## src/rtl/rob_core.sv

```systemverilog
`timescale 1ns/1ps
module rob_core #(
  parameter int DEPTH = 8,
  parameter int DW    = 32,
  parameter int AW    = 32,
  parameter int RW    = 5,
  localparam int TW   = $clog2(DEPTH)
) (
  input  logic          clk,
  input  logic          rst_n,
  input  logic          alloc_valid,
  input  logic [1:0]    alloc_kind,
  input  logic [RW-1:0] alloc_dst,
  output logic          alloc_ready,
  output logic [TW-1:0] alloc_tag,
  input  logic          res_valid,
  input  logic [TW-1:0] res_tag,
  input  logic [DW-1:0] res_value,
  input  logic [AW-1:0] res_addr,
  input  logic          res_exc,
  input  logic          res_mispred,
  input  logic [TW-1:0] look_tag,
  output logic          look_ready,
  output logic [DW-1:0] look_value,
  output logic          rf_we,
  output logic [RW-1:0] rf_idx,
  output logic [DW-1:0] rf_data,
  output logic          mem_we,
  output logic [AW-1:0] mem_addr,
  output logic [DW-1:0] mem_data,
  output logic          flush,
  output logic          redirect_valid,
  output logic [AW-1:0] redirect_pc,
  output logic          exc_take
);
  localparam logic [1:0]  K_REG = 2'd0;
  localparam logic [1:0]  K_ST  = 2'd1;
  localparam logic [1:0]  K_BR  = 2'd2;
  localparam logic [TW:0] P_ONE = {{TW{1'b0}}, 1'b1};

  logic [TW:0]      head_q, tail_q;
  logic [DEPTH-1:0] valid_q, ready_q, exc_q, mis_q;
  logic [1:0]       kind_q [DEPTH];
  logic [RW-1:0]    dst_q  [DEPTH];
  logic [DW-1:0]    val_q  [DEPTH];
  logic [AW-1:0]    addr_q [DEPTH];

  wire [TW-1:0] hidx   = head_q[TW-1:0];
  wire [TW-1:0] tidx   = tail_q[TW-1:0];
  wire          full   = (head_q[TW] != tail_q[TW]) && (hidx == tidx);
  wire          fire   = valid_q[hidx] & ready_q[hidx];
  wire [1:0]    h_kind = kind_q[hidx];
  wire          h_exc  = exc_q[hidx];

  assign flush          = fire & (h_exc | ((h_kind == K_BR) & mis_q[hidx]));
  assign exc_take       = fire & h_exc;
  assign redirect_valid = flush & ~h_exc;
  assign redirect_pc    = addr_q[hidx];
  assign rf_we          = fire & ~h_exc & (h_kind == K_REG);
  assign rf_idx         = dst_q[hidx];
  assign rf_data        = val_q[hidx];
  assign mem_we         = fire & ~h_exc & (h_kind == K_ST);
  assign mem_addr       = addr_q[hidx];
  assign mem_data       = val_q[hidx];

  assign alloc_ready = ~flush & (~full | fire);
  assign alloc_tag   = tidx;
  assign look_ready  = valid_q[look_tag] & ready_q[look_tag];
  assign look_value  = val_q[look_tag];

  wire do_alloc = alloc_valid & alloc_ready;
  wire res_hit  = res_valid & valid_q[res_tag] & ~ready_q[res_tag] & ~flush;

  always_ff @(posedge clk) begin
    if (!rst_n) begin
      head_q  <= '0;
      tail_q  <= '0;
      valid_q <= '0;
      ready_q <= '0;
      exc_q   <= '0;
      mis_q   <= '0;
    end else begin
      if (fire) begin
        valid_q[hidx] <= 1'b0;
        head_q        <= head_q + P_ONE;
      end
      if (res_hit) begin
        ready_q[res_tag] <= 1'b1;
        exc_q[res_tag]   <= res_exc;
        mis_q[res_tag]   <= res_mispred;
      end
      if (do_alloc) begin
        valid_q[tidx] <= 1'b1;
        ready_q[tidx] <= 1'b0;
        exc_q[tidx]   <= 1'b0;
        mis_q[tidx]   <= 1'b0;
        tail_q        <= tail_q + P_ONE;
      end
      if (flush) begin
        valid_q <= '0;
        tail_q  <= head_q + P_ONE;
      end
    end
  end

  always_ff @(posedge clk) begin
    if (do_alloc) begin
      kind_q[tidx] <= alloc_kind;
      dst_q[tidx]  <= alloc_dst;
    end
    if (res_hit) begin
      val_q[res_tag]  <= res_value;
      addr_q[res_tag] <= res_addr;
    end
  end
endmodule

```

## config.mk

```make
export PLATFORM = sky130hd
export DESIGN_NAME = rob_core
export DESIGN_NICKNAME = d
export VERILOG_FILES = /design/src/rtl/rob_core.sv
export SDC_FILE = /design/constraint.sdc
export NUM_CORES = 1
export LEC_CHECK = 0
export ABC_CLOCK_PERIOD_IN_PS = 13700
export BUFFER_PORTS_ARGS = -buffer_cell sky130_fd_sc_hd__clkbuf_2
export CAP_MARGIN = 5
export CORE_MARGIN = 8
export CORE_UTILIZATION = 45
export CTS_CLUSTER_SIZE = 30
export DETAILED_ROUTE_END_ITERATION = 12
export SKIP_CTS_REPAIR_TIMING = 1
export SLEW_MARGIN = 20
export SYNTH_ARGS = -nofsm -noshare
export SYNTH_HDL_FRONTEND = slang
export SYNTH_SLANG_ARGS = --single-unit
```

## constraint.sdc

```tcl
create_clock -name clk -period 13.7 [get_ports clk]
set_input_delay 0.685 -clock clk [delete_from_list [all_inputs] [get_ports clk]]
set_output_delay 0.685 -clock clk [all_outputs]
set_load 0.03 [all_outputs]
```

==> impl_metrics.tcl <==
set metrics [dict create \
    power.density_nw_per_um2 127 \
    row_count 88 \
    routed.top_layer "met5" \
    outcome "completed" \
    drv_slew 0 \
    dieHeight_um 257 \
    critPathLaunchType "register" \
    yosysSeqAreaShare_pct 68.5 \
    grt_max_degree 66 \
    ys_ff_latch 611 \
    syn_area_per_cell_um2 19.9 \
    synth_cell_types 57 \
    clock-skew-final_ns 0.0246 \
    finalHoldViolCount 0 \
    holdCritPathClass "in2reg" \
    grt_use_total_pct 17.9 \
    rsz0062_at_grt "no" \
    synth_top_cell_by_area "edfxtp_1" \
    p_leak_nw 9.62 \
    die_w_um 257 \
    synth_most_common_cell "edfxtp_1" \
    setup_ws_ns 8.81 \
    m1WireLength_um 26100 \
    portBuffers 257 \
    grt_pass1_vias 14100 \
    max_freq_mhz 205 \
    drv_cap 0 \
    synth_top_cells_by_count "edfxtp_1 (568), mux4_2 (208), mux2_2 (102), buf_4 (70)" \
    ys_top_cells_by_area "edfxtp_1 (65%), mux4_2 (18%), mux2_2 (4.4%)" \
    grt_antenna_before_repair 8 \
    finalCritPeriodShare_pct 35.7 \
    final_area_um2 29600 \
    grt_pass1_wl_um 90000 \
    wl_um 59900 \
    ant_nets 0 \
    clockBufferDepth 3 \
    worstMarginPinSlew_ns 1.16 \
    worstPathArrival_ns 4.20 \
    clockRootBuffer "clkbuf_16" \
    fin_nets 1593 \
    synthArstFlopShare_pct 0 \
    cts_made_buffers 60 \
    grt_overflow 0 \
    wl_met3_um 3660 \
    area_growth_pct 13.3 \
    clkLatencyLatePin_ns 0.62 \
    num_vias 13300 \
    tritoncts "built" \
    synth_top_area_share_pct 65.2 \
    ioPinCount 258 \
    peakVddDrop_uv 90.0 \
    wl_per_cell_um 25.8 \
    htreeDepth 2 \
    cp_max_fo 40 \
    worstPathRequired_ns 13.02 \
    initial_core_util_pct 45.4 \
    clk_pin_slew_ns 0.06 \
    synth_area_um2 26200 \
    tns_ns 0 \
    crit_type "reg2out" \
    finalSetupViolations 0 \
    syn_nets 1402 \
    clock_sinks 611 \
    drt_iter0_drc 972 \
    place.detailed.hpwl_um 36500 \
    gp_congestion 0.879 \
    fin_hold_ws_ns 0.354 \
    synthCells 1317 \
    viasPerCell 5.72 \
    finalCriticalPeriod_ns 4.89 \
    synth_flop_cell "edfxtp_1" \
    post-route-drc-count 0 \
    slew_headroom_pct 21.8 \
    core_um2 57600 \
    post_dp_cell_area_um2 27800 \
    dp_slack_ns 9.27 \
    drive_above_1_share_pct 44.5 \
    drtPass1Iterations 5 \
    cp-end-kind "primary output" \
    wl_met2_um 28900 \
    dieArea_um2 66100 \
    yosysWarnings 0 \
    synth_edf_count 568 \
]
==> state kept, by name, summed over array words and instances (netlist names), named ones only <==
register	flops
val_q	256
exc_q	8
ready_q	8
head_q	4
kind_q	16
addr_q	256
mis_q	8
dst_q	40
valid_q	8
tail_q	4
==> layout make-up <==
| cell class | instances | area [um^2] |
|---|---|---|
| Inverter | 17 | 63.8 |
| Antenna cell | 3 | 7.51 |
| Clock buffer | 80 | 1600 |
| Timing Repair Buffer | 278 | 1450 |
| Clock inverter | 30 | 254 |
| Multi-Input combinational cell | 540 | 7390 |
| Fill cell | 4632 | 27900 |
| Sequential cell | 611 | 17900 |
| Tap cell | 765 | 957 |
==> per-layer routing <==
| metal | global-route usage, % | up-vias |
|---|---|---|
| met5 | 0 | - |
| met4 | 4.32 | 10 |
| li1 | - | 5809 |
| met2 | 29.1 | 405 |
| met3 | 4.30 | 90 |
| met1 | 24.3 | 6988 |
==> worst max-delay path, stage by stage, from the launching register on <==
cell      delay [ns]
dfxtp_4         0.80
buf_4           0.77
buf_4           0.82
mux4_2          0.60
mux2_2          0.31
clkbuf_2        0.19
==> cell usage in the layout (no fill, tap or decap), types with 21 or more instances in the layout <==
cell type  synthesis  routed
edfxtp_1         568     568
nand3_1           29      29
mux2_2           102     102
dfxtp_1           43      40
clkbuf_2           0     255
mux4_2           208     208
buf_4             70      22
nor2_1            25      21
clkbuf_16          0      61
a21oi_1           33      33
==> kinds of logic after synthesis <==
family / count (synthesis) / synth area share [%]
compound gates: 98 / 2.56
xor+xnor: 9 / 0.301
fa+ha+maj: 2 / 0.0956
buf+inv: 166 / 3.45
flops: 611 / 68.5
mux: 321 / 23.0
simple gates: 110 / 2.14
==> power by group <==
part           total [mW]  switching (mW)  internal (mW)
clock network        1.56           0.673          0.891
registers            2.05         0.00360           2.04
logic               0.142          0.0927         0.0491
==> path summary, 6_finish.rpt <==
path,endpoint,startpoint,slack (ns),cells after the start
max,mem_data[22],register,8.81,5
min,addr_q[3][0],res_addr[0],0.35,1
max reg2reg,val_q[6][1],register,9.43,7
min reg2reg,mis_q[0],mis_q[0],0.48,2
==> through the flow <==
stage | instances | util [%] | power, mW
2_1_floorplan | 1317 | - | 2.17
3_3_place_gp | 2211 | 48.3 | 2.23
3_5_place_dp | 2211 | 48.3 | 2.23
4_1_cts | 2321 | 51.5 | 3.80
5_1_grt | 2322 | 51.5 | 3.87
6_report | 2324 | 51.5 | 3.75
(Power assumes the default switching activity.)
